`src/rtl/gpio_bank_pkg.sv`:
```
package gpio_bank_pkg;

    localparam int OFS_DATA = 'h00;
    localparam int OFS_SET  = 'h04;
    localparam int OFS_CLR  = 'h08;
    localparam int OFS_TGL  = 'h0C;
    localparam int OFS_PIN  = 'h10;
    localparam int OFS_DIR  = 'h14;

    typedef enum logic [2:0] {
        SEL_NONE,
        SEL_DATA,
        SEL_SET,
        SEL_CLR,
        SEL_TGL,
        SEL_PIN,
        SEL_DIR
    } reg_sel_e;

endpackage

```
`src/rtl/gpio_addr_decode.sv`:
```
module gpio_addr_decode
    import gpio_bank_pkg::*;
#(
    parameter int ADDR_W = 8
) (
    input  logic [ADDR_W-1:0] addr,
    output reg_sel_e          sel
);

    always_comb begin
        if      (addr == ADDR_W'(OFS_DATA)) sel = SEL_DATA;
        else if (addr == ADDR_W'(OFS_SET))  sel = SEL_SET;
        else if (addr == ADDR_W'(OFS_CLR))  sel = SEL_CLR;
        else if (addr == ADDR_W'(OFS_TGL))  sel = SEL_TGL;
        else if (addr == ADDR_W'(OFS_PIN))  sel = SEL_PIN;
        else if (addr == ADDR_W'(OFS_DIR))  sel = SEL_DIR;
        else                                sel = SEL_NONE;
    end

endmodule

```
`src/rtl/gpio_out_regs.sv`:
```
module gpio_out_regs
    import gpio_bank_pkg::*;
#(
    parameter int PINS = 32
) (
    input  logic            clk,
    input  logic            rst_n,
    input  logic            wr_en,
    input  reg_sel_e        sel,
    input  logic [PINS-1:0] wdata,
    output logic [PINS-1:0] latch_q,
    output logic [PINS-1:0] dir_q
);

    logic [PINS-1:0] latch_d;
    logic [PINS-1:0] dir_d;

    always_comb begin
        latch_d = latch_q;
        dir_d   = dir_q;
        if (wr_en) begin
            unique case (sel)
                SEL_DATA: latch_d = wdata;
                SEL_SET:  latch_d = latch_q | wdata;
                SEL_CLR:  latch_d = latch_q & ~wdata;
                SEL_TGL:  latch_d = latch_q ^ wdata;
                SEL_DIR:  dir_d   = wdata;
                default:  ;
            endcase
        end
    end

    always_ff @(posedge clk or negedge rst_n) begin
        if (!rst_n) begin
            latch_q <= '0;
            dir_q   <= '0;
        end else begin
            latch_q <= latch_d;
            dir_q   <= dir_d;
        end
    end

endmodule

```
`src/rtl/gpio_in_sync.sv`:
```
module gpio_in_sync #(
    parameter int PINS   = 32,
    parameter int STAGES = 2
) (
    input  logic            clk,
    input  logic            rst_n,
    input  logic [PINS-1:0] raw_in,
    output logic [PINS-1:0] sync_out
);

    logic [PINS-1:0] stage_q [STAGES];

    always_ff @(posedge clk or negedge rst_n) begin
        if (!rst_n) stage_q[0] <= '0;
        else        stage_q[0] <= raw_in;
    end

    for (genvar s = 1; s < STAGES; s++) begin : g_stage
        always_ff @(posedge clk or negedge rst_n) begin
            if (!rst_n) stage_q[s] <= '0;
            else        stage_q[s] <= stage_q[s-1];
        end
    end

    assign sync_out = stage_q[STAGES-1];

endmodule

```
`src/rtl/gpio_data_bank.sv`:
```
module gpio_data_bank
    import gpio_bank_pkg::*;
#(
    parameter int PINS        = 32,
    parameter int ADDR_W      = 8,
    parameter int SYNC_STAGES = 2
) (
    input  logic              clk,
    input  logic              rst_n,
    input  logic [ADDR_W-1:0] addr,
    input  logic              wr_en,
    input  logic [PINS-1:0]   wdata,
    output logic [PINS-1:0]   rd_data,
    input  logic [PINS-1:0]   pin_in,
    output logic [PINS-1:0]   pin_out,
    output logic [PINS-1:0]   pin_oe
);

    reg_sel_e        sel;
    logic [PINS-1:0] latch_q;
    logic [PINS-1:0] dir_q;
    logic [PINS-1:0] pin_sync;

    gpio_addr_decode #(.ADDR_W(ADDR_W)) u_decode (
        .addr (addr),
        .sel  (sel)
    );

    gpio_out_regs #(.PINS(PINS)) u_regs (
        .clk     (clk),
        .rst_n   (rst_n),
        .wr_en   (wr_en),
        .sel     (sel),
        .wdata   (wdata),
        .latch_q (latch_q),
        .dir_q   (dir_q)
    );

    gpio_in_sync #(.PINS(PINS), .STAGES(SYNC_STAGES)) u_sync (
        .clk      (clk),
        .rst_n    (rst_n),
        .raw_in   (pin_in),
        .sync_out (pin_sync)
    );

    always_comb begin
        unique case (sel)
            SEL_DATA: rd_data = latch_q;
            SEL_PIN:  rd_data = pin_sync;
            SEL_DIR:  rd_data = dir_q;
            default:  rd_data = '0;
        endcase
    end

    assign pin_out = latch_q;
    assign pin_oe  = dir_q;

endmodule

```
`config.mk`:
```
export PLATFORM = sky130hd
export DESIGN_NAME = gpio_data_bank
export DESIGN_NICKNAME = d
export VERILOG_FILES = /design/src/rtl/gpio_bank_pkg.sv /design/src/rtl/gpio_addr_decode.sv /design/src/rtl/gpio_out_regs.sv /design/src/rtl/gpio_in_sync.sv /design/src/rtl/gpio_data_bank.sv
export SDC_FILE = /design/constraint.sdc
export NUM_CORES = 1
export LEC_CHECK = 0
export BUFFER_PORTS_ARGS = -buffer_cell sky130_fd_sc_hd__buf_2
export CORE_MARGIN = 2
export CORE_UTILIZATION = 40
export DETAILED_ROUTE_END_ITERATION = 10
export GPL_TIMING_DRIVEN = 1
export SYNTH_ARGS = -nofsm -noshare
export SYNTH_HDL_FRONTEND = slang
export SYNTH_SLANG_ARGS = --single-unit
```
`constraint.sdc`:
```
create_clock -name clk -period 1.8 [get_ports clk]
set_input_delay 0.27 -clock clk [delete_from_list [all_inputs] [get_ports clk]]
set_output_delay 0.27 -clock clk [all_outputs]
set_load 0.03 [all_outputs]
```
==> impl_metrics.py, run 1 <==
metrics = {
    "logic_synthesis": {
        "synth_top_area_cell": "dfrtp_1",
        "yosys_warnings": 0,
        "synth_cell_type_count": 18,
        "postSynthCellCount": 515,
        "mappedNetlistNets": 654,
        "yosys.area.top_type_share_pct": 47.5,
        "netlist_area_mm2": 0.00675,
        "yosys_register_bits": 128,
        "synth_area_leaders": "dfrtp_1 (47%), mux2_2 (16%), ha_1 (12%)",
        "ys_seq_area_share_pct": 47.5,
        "syn_avg_cell_area_um2": 13.1,
    },
    "floorplan": {
        "die_area_mm2": 0.0179,
        "core_mm2": 0.0165,
        "start_util_pct": 40.8,
        "ios": 171,
        "rows": 47,
        "die-height_um": 134,
        "die_w_um": 134,
    },
    "place": {
        "gp_congestion": 0.743,
        "dpl-instance-area_mm2": 0.00816,
        "io_buffer_count": 170,
        "place_hpwl_um": 11900,
    },
    "power_and_ir_drop": {
        "vdd_drop_max_uv": 703,
        "power_leakage_uw": 0.00470,
        "p_total_uw": 7920,
        "p_per_area_mw_per_mm2": 869,
    },
    "routing": {
        "drcViolationCount": 0,
        "avgViaCountPerCell": 4.95,
        "vias": 4789,
        "drt_iter0_drc": 222,
        "postRouteAntennaNets": 0,
        "wl_um": 16400,
        "first_pass_iters": 4,
        "wl_per_cell_um": 16.9,
    },
    "critical_path": {
        "crit_path_cell_trace": "mux2_2, a22oi_2, nor2_1, buf_2",
        "r2r-start": "u_regs.latch_q[27]$_DFFE_PN0P_",
        "cp.arrival_ps": 1480,
        "crit_path_start_kind": "register",
        "crit_fanout": 3,
        "crit_start": "u_regs.dir_q[0]$_DFFE_PN0P_",
        "path_delay_family": "flip-flops",
        "cpPeakStageDelay_ps": 390,
        "critPathCaptureType": "primary output",
        "path_buf_inv": 1,
        "crit_type": "reg -> out",
        "slowest_stage": "dfrtp_1",
        "worstPathRequired_ps": 1530,
    },
    "sta": {
        "setup_viol": 0,
        "fin_skew_ps": 4.87,
        "post-route-min-period_ps": 1750,
        "timing.slew.headroom_pct": 71.7,
        "rsz0062_at_grt": "true",
        "min_period_over_period_pct": 97.2,
        "hold_violations": 0,
        "drv_slew": 0,
        "fmax_mhz": 571,
        "tightestPinTransition_ps": 425,
    },
    "clock_network": {
        "cts_buffer_depth": 2,
        "clock_sinks": 128,
        "cts_made_buffers": 17,
        "clk-insertion-delay-late_ps": 410,
        "cts_tree": "done",
        "cts.clk_slew.worst_paths_ps": 60,
        "htree_levels": 4,
        "cts-root-buf": "clkbuf_16",
    },
    "layout": {
        "final_area_mm2": 0.00911,
        "n_antenna_cell": 0,
        "final_common_cell": "buf_2",
        "nFillCells": 1424,
        "drive_gt1_share_pct": 53.2,
        "multi_input_area_mm2": 0.00317,
        "syn_to_final_growth_pct": 34.9,
        "final_cell_mix": "buf_2 (165), dfrtp_1 (128), inv_1 (96)",
        "final_nets": 876,
        "ff_latch_area_mm2": 0.00320,
    },
    "global_routing": {
        "grt_pass1_vias": 5192,
        "antenna_found_initial": 0,
        "overflow": 0,
        "grt_first_pass_wirelength_um": 27000,
        "grt_use_total_pct": 19.4,
        "grt_max_degree": 51,
    },
    "outcome": {
        "outcome": "complete, no violations",
    },
    "min_path": {
        "hp-start": "wdata[4]",
        "min_path_type": "in -> reg",
    },
    "flow_run": {
        "drv_cap": 0,
    },
}
state kept, by name, indices dropped and copies added (netlist names):
register / cells
u_regs.latch_q: 32
u_sync.stage_q: 32
u_sync.sync_out: 32
u_regs.dir_q: 32
layout make-up:
type / instances / share of cell area [%]
clock buffers: 23 / 5.14
clock inverters: 7 / 0.687
inverters: 96 / 3.96
multi-input cells: 263 / 34.8
flip-flops and latches: 128 / 35.2
well taps: 220 / 3.02
repair buffers: 231 / 17.2
power breakdown:
group / leakage [uW] / internal [uW] / switching, uW / total, uW
Clock: 0.000262 / 1940 / 1210 / 3160
Sequential: 0.00162 / 3080 / 186 / 3270
Combinational: 0.00282 / 694 / 798 / 1490
routing by layer:
layer	part of all wire (%)	track usage [%]
met5	0	0
met3	4.6	4.61
met4	1.5	5.97
met1	44	25.0
met2	50	32.5
logic make-up (layout without fill, tap and decap cells):
group	after synthesis	count (layout)	share of synthesized area (%)
multiplexers	128	128	26.8
flip-flops	128	128	47.5
buffers and inverters	124	357	7.75
adder cells (fa/ha/maj)	64	64	11.9
AND/OR/NAND/NOR	39	39	2.61
AO/OA/AOI/OAI	32	32	3.56
metrics by stage:
step / TNS, ps / instances / utilization, % / hold WS (ps) / setup WS [ps]
2_1_floorplan: 0 / 515 / - / -25.6 / 72.0
3_3_place_gp: 0 / 905 / 49.4 / 210 / 37.5
3_5_place_dp: 0 / 905 / 49.4 / 216 / 7.90
4_1_cts: 0 / 968 / 54.6 / 107 / 15.7
5_1_grt: -22.1 / 968 / 55.1 / 117 / -15.5
6_report: 0 / 968 / 55.1 / 123 / 49.7
synthesized netlist by cell type:
library cell,n
nand2_1,1
and4bb_2,1
inv_1,96
buf_4,2
nor2_1,34
mux4_2,32
clkbuf_8,3
a22oi_1,32
buf_2,15
and3_1,1
mux2_2,95
clkbuf_2,1
nand3_1,1
nor4_4,1
dfrtp_1,128
clkbuf_1,7
mux2_4,1
ha_1,64
what timing repair did:
item                                   4_1_cts  5_1_grt
gates resized for setup                      1       19
setup buffers                                0        0
pin swaps                                    0        2
hold buffers                                33        0
endpoints found under the hold margin       71        0
setup endpoints to repair                    1       21
final timing paths:
check	cells past startpoint	to	slack, ps
max in group asynchronous	3	u_sync.sync_out[22]$_DFF_PN0_	810
worst min register to register	0	u_sync.sync_out[26]$_DFF_PN0_	350
worst max-delay path	4	rd_data[0]	50
worst min-delay path	2	u_regs.dir_q[4]$_DFFE_PN0P_	120
min in group asynchronous	2	u_regs.dir_q[7]$_DFFE_PN0P_	340
worst max register to register	4	u_regs.latch_q[27]$_DFFE_PN0P_	160
(Power assumes the default switching activity.)
==> run 2: changes to the inputs <==
--- a/config.mk
+++ b/config.mk
@@ -12,4 +12,5 @@
 export GPL_TIMING_DRIVEN = 1
 export SYNTH_ARGS = -nofsm -noshare
 export SYNTH_HDL_FRONTEND = slang
+export SYNTH_HIERARCHICAL = 1
 export SYNTH_SLANG_ARGS = --single-unit
==> run 2 against run 1 <==
  * The run now ends with negative setup slack left
  * Core utilization is 4.0 points higher
  * Power is 10% higher
  * Global-route usage is 2.4 points higher
  * Die area is 14% higher
  * Via count is 35% higher
  * Synthesized cell count is 46% higher
  * Hold slack better by 22 ps
  * Area after synthesis is 14% higher
==> impl_metrics.py, run 2 <==
metrics = {
    "layout": {
        "final_cell_mix": "buf_2 (137), dfrtp_1 (128), inv_1 (66)",
        "final_common_cell": "buf_2",
        "nFillCells": 1620,
        "drive_gt1_share_pct": 41.2,
        "final_nets": 1105,
        "instances_no_fill": 1239,
        "syn_to_final_growth_pct": 44.4,
        "n_antenna_cell": 0,
    },
    "global_routing": {
        "grt_use_total_pct": 21.8,
        "grt_pass1_vias": 6444,
        "overflow": 0,
        "antenna_found_initial": 1,
        "grt_first_pass_wirelength_um": 34500,
        "grt_max_degree": 51,
    },
    "clock_network": {
        "cts.clk_slew.worst_paths_ps": 60,
        "clock_sinks": 128,
        "htree_levels": 4,
        "cts_made_buffers": 17,
        "cts_buffer_depth": 2,
        "cts_tree": "done",
        "cts-root-buf": "clkbuf_16",
        "clk-insertion-delay-late_ps": 420,
    },
    "floorplan": {
        "ios": 171,
        "core_mm2": 0.0188,
        "die-height_um": 143,
        "die_area_mm2": 0.0204,
        "start_util_pct": 41.0,
        "rows": 50,
        "die_w_um": 143,
    },
    "place": {
        "gp_congestion": 0.771,
        "preCtsSetupSlack_ps": -840,
        "place_hpwl_um": 14200,
        "io_buffer_count": 170,
        "place_inst": 1146,
    },
    "logic_synthesis": {
        "syn_avg_cell_area_um2": 10.3,
        "yosys_warnings": 6,
        "synth_edf_count": 0,
        "synthMuxAreaShare_pct": 0,
        "synthAdderAreaFrac_pct": 10.4,
        "synth_area_leaders": "dfrtp_1 (42%), ha_1 (10%), and4b_1 (8.3%)",
        "synth-simple-area-share_pct": 20.0,
        "postSynthCellCount": 752,
        "synthXorXnorAreaFrac_pct": 0,
        "synth_cell_type_count": 34,
        "synth_flop_cell": "dfrtp_1",
        "yosys.area.top_type_share_pct": 41.5,
        "synthTopCellsByCount": "dfrtp_1 (128), inv_1 (66), and4b_1 (64), ha_1 (64), nand2b_1 (60)",
        "synth-async-reset-ratio_pct": 100,
        "ys_seq_area_share_pct": 41.5,
        "synth_most_common_cell": "dfrtp_1",
        "synth_top_family_by_area": "simple AND/OR/NAND/NOR gates",
        "netlist_area_mm2": 0.00771,
        "yosys_register_bits": 128,
        "synth_compound_area_share_pct": 17.0,
        "mappedNetlistNets": 891,
        "synth_top_area_cell": "dfrtp_1",
    },
    "sta": {
        "timing.final.ws_setup_ps": -735,
        "fmax_mhz": 394,
        "rsz0062_at_grt": "true",
        "min_period_over_period_pct": 141,
        "setup_viol": 96,
        "timing.slew.headroom_pct": 65.6,
        "drv_slew": 0,
        "hold_violations": 0,
        "tightestPinTransition_ps": 516,
        "post-route-min-period_ps": 2540,
        "fin_hold_ws_ps": 145,
        "fin_skew_ps": 7.11,
    },
    "routing": {
        "postRouteAntennaNets": 0,
        "first_pass_iters": 5,
        "drcViolationCount": 0,
        "wl_per_cell_um": 18.1,
        "wl_um": 22500,
        "vias": 6448,
        "drt_iter0_drc": 264,
        "avgViaCountPerCell": 5.20,
    },
    "flow_run": {
        "drv_cap": 0,
    },
    "critical_path": {
        "critPathCaptureType": "primary output",
        "crit_type": "in -> out",
        "worstPathRequired_ps": 1530,
        "crit_fanout": 15,
        "rr_worst_depth": 5,
        "crit_path_start_kind": "input port",
        "cp.arrival_ps": 2270,
    },
    "power_and_ir_drop": {
        "p_total_uw": 8730,
        "power_leakage_uw": 0.00561,
        "p_per_area_mw_per_mm2": 784,
        "vdd_drop_max_uv": 681,
    },
    "min_path": {
        "min_path_type": "in -> reg",
        "hold_depth": 3,
    },
    "outcome": {
        "outcome": "finished, violations left",
        "violations": "negative setup slack",
    },
}
run 2: cell types whose count changed after synthesis, sizes merged, moves of 21 or more:
cell	before	now
mux2	96	0
and4b	0	64
nand2b	0	60
buf	17	65
o31ai	0	47
a211o	0	32
a22oi	32	0
mux4	32	0
o21ai	0	32
nand2	1	32
inv	96	66
clkbuf	11	32
run 2: path summary, 6_finish.rpt:
check / from / endpoint / slack (ps)
worst max register to register: u_regs/latch_q[15]$_DFFE_PN0P_ / u_regs/latch_q[15]$_DFFE_PN0P_ / 140
worst min-delay path: wdata[19] / u_regs/dir_q[19]$_DFFE_PN0P_ / 140
min in group asynchronous: rst_n / u_sync/stage_q[49]$_DFF_PN0_ / 280
worst max-delay path: addr[5] / rd_data[2] / -740
worst min register to register: u_sync/stage_q[56]$_DFF_PN0_ / u_sync/sync_out[24]$_DFF_PN0_ / 340
max in group asynchronous: rst_n / u_regs/dir_q[6]$_DFFE_PN0P_ / 940
run 2: through the flow:
| step | TNS (ps) | utilization [%] | cell area, um^2 |
|---|---|---|---|
| after floorplan | -47040 | - | 7950 |
| after CTS | -37680 | 56.1 | 10600 |
| after global placement | -65880 | 48.2 | 9080 |
| after detailed placement | -67760 | 48.2 | 9080 |
| final | -47070 | 59.2 | 11100 |
| after global routing | -50640 | 59.2 | 11100 |
run 2: area by class of cell:
cell class	instances	area (um^2)	area share [%]
clock buffer	18	429	3.85
tap	260	325	2.92
multi-input combinational	461	4350	39.0
inverter	66	248	2.22
sequential	128	3200	28.8
timing repair buffer	292	2450	22.0
clock inverter	14	131	1.18
run 2: power breakdown:
| group | internal, uW | total, uW | switching, uW |
|---|---|---|---|
| registers | 3130 | 3470 | 343 |
| clock network | 1920 | 3320 | 1400 |
| logic | 834 | 1940 | 1110 |
| total | 5880 | 8730 | 2850 |
run 2: per-layer routing:
| metal | up-vias | share of wire, % | global-route usage (%) |
|---|---|---|---|
| li1 | 3077 | - | - |
| met1 | 3221 | 44 | 27.7 |
| met3 | 8 | 4.1 | 4.12 |
| met5 | - | 0 | 0 |
| met2 | 142 | 52 | 38.0 |
| met4 | 0 | 0.35 | 5.73 |
run 2: timing repair:
item / CTS / global route
setup endpoints to repair: 96 / 96
pin swaps: 5 / 7
setup buffers: 12 / 12
endpoints found under the hold margin: 56 / 0
hold buffers: 33 / 0
cloned: 4 / 5
resized for setup: 111 / 107
run 2: worst max-delay path, cell delays in order:
cell       delay (ps)
buf_6              90
or4_4             580
a2111oi_4         280
buf_4             220
nor3b_4           200
buf_4             160
buf_12            160
a211o_1           160
buf_6             130
run 2: logic make-up after synthesis:
kind of cell             count (synthesis)
AND/OR/NAND/NOR                        233
AO/OA/AOI/OAI                          164
buffers and inverters                  163
flip-flops                             128
adder cells (fa/ha/maj)                 64
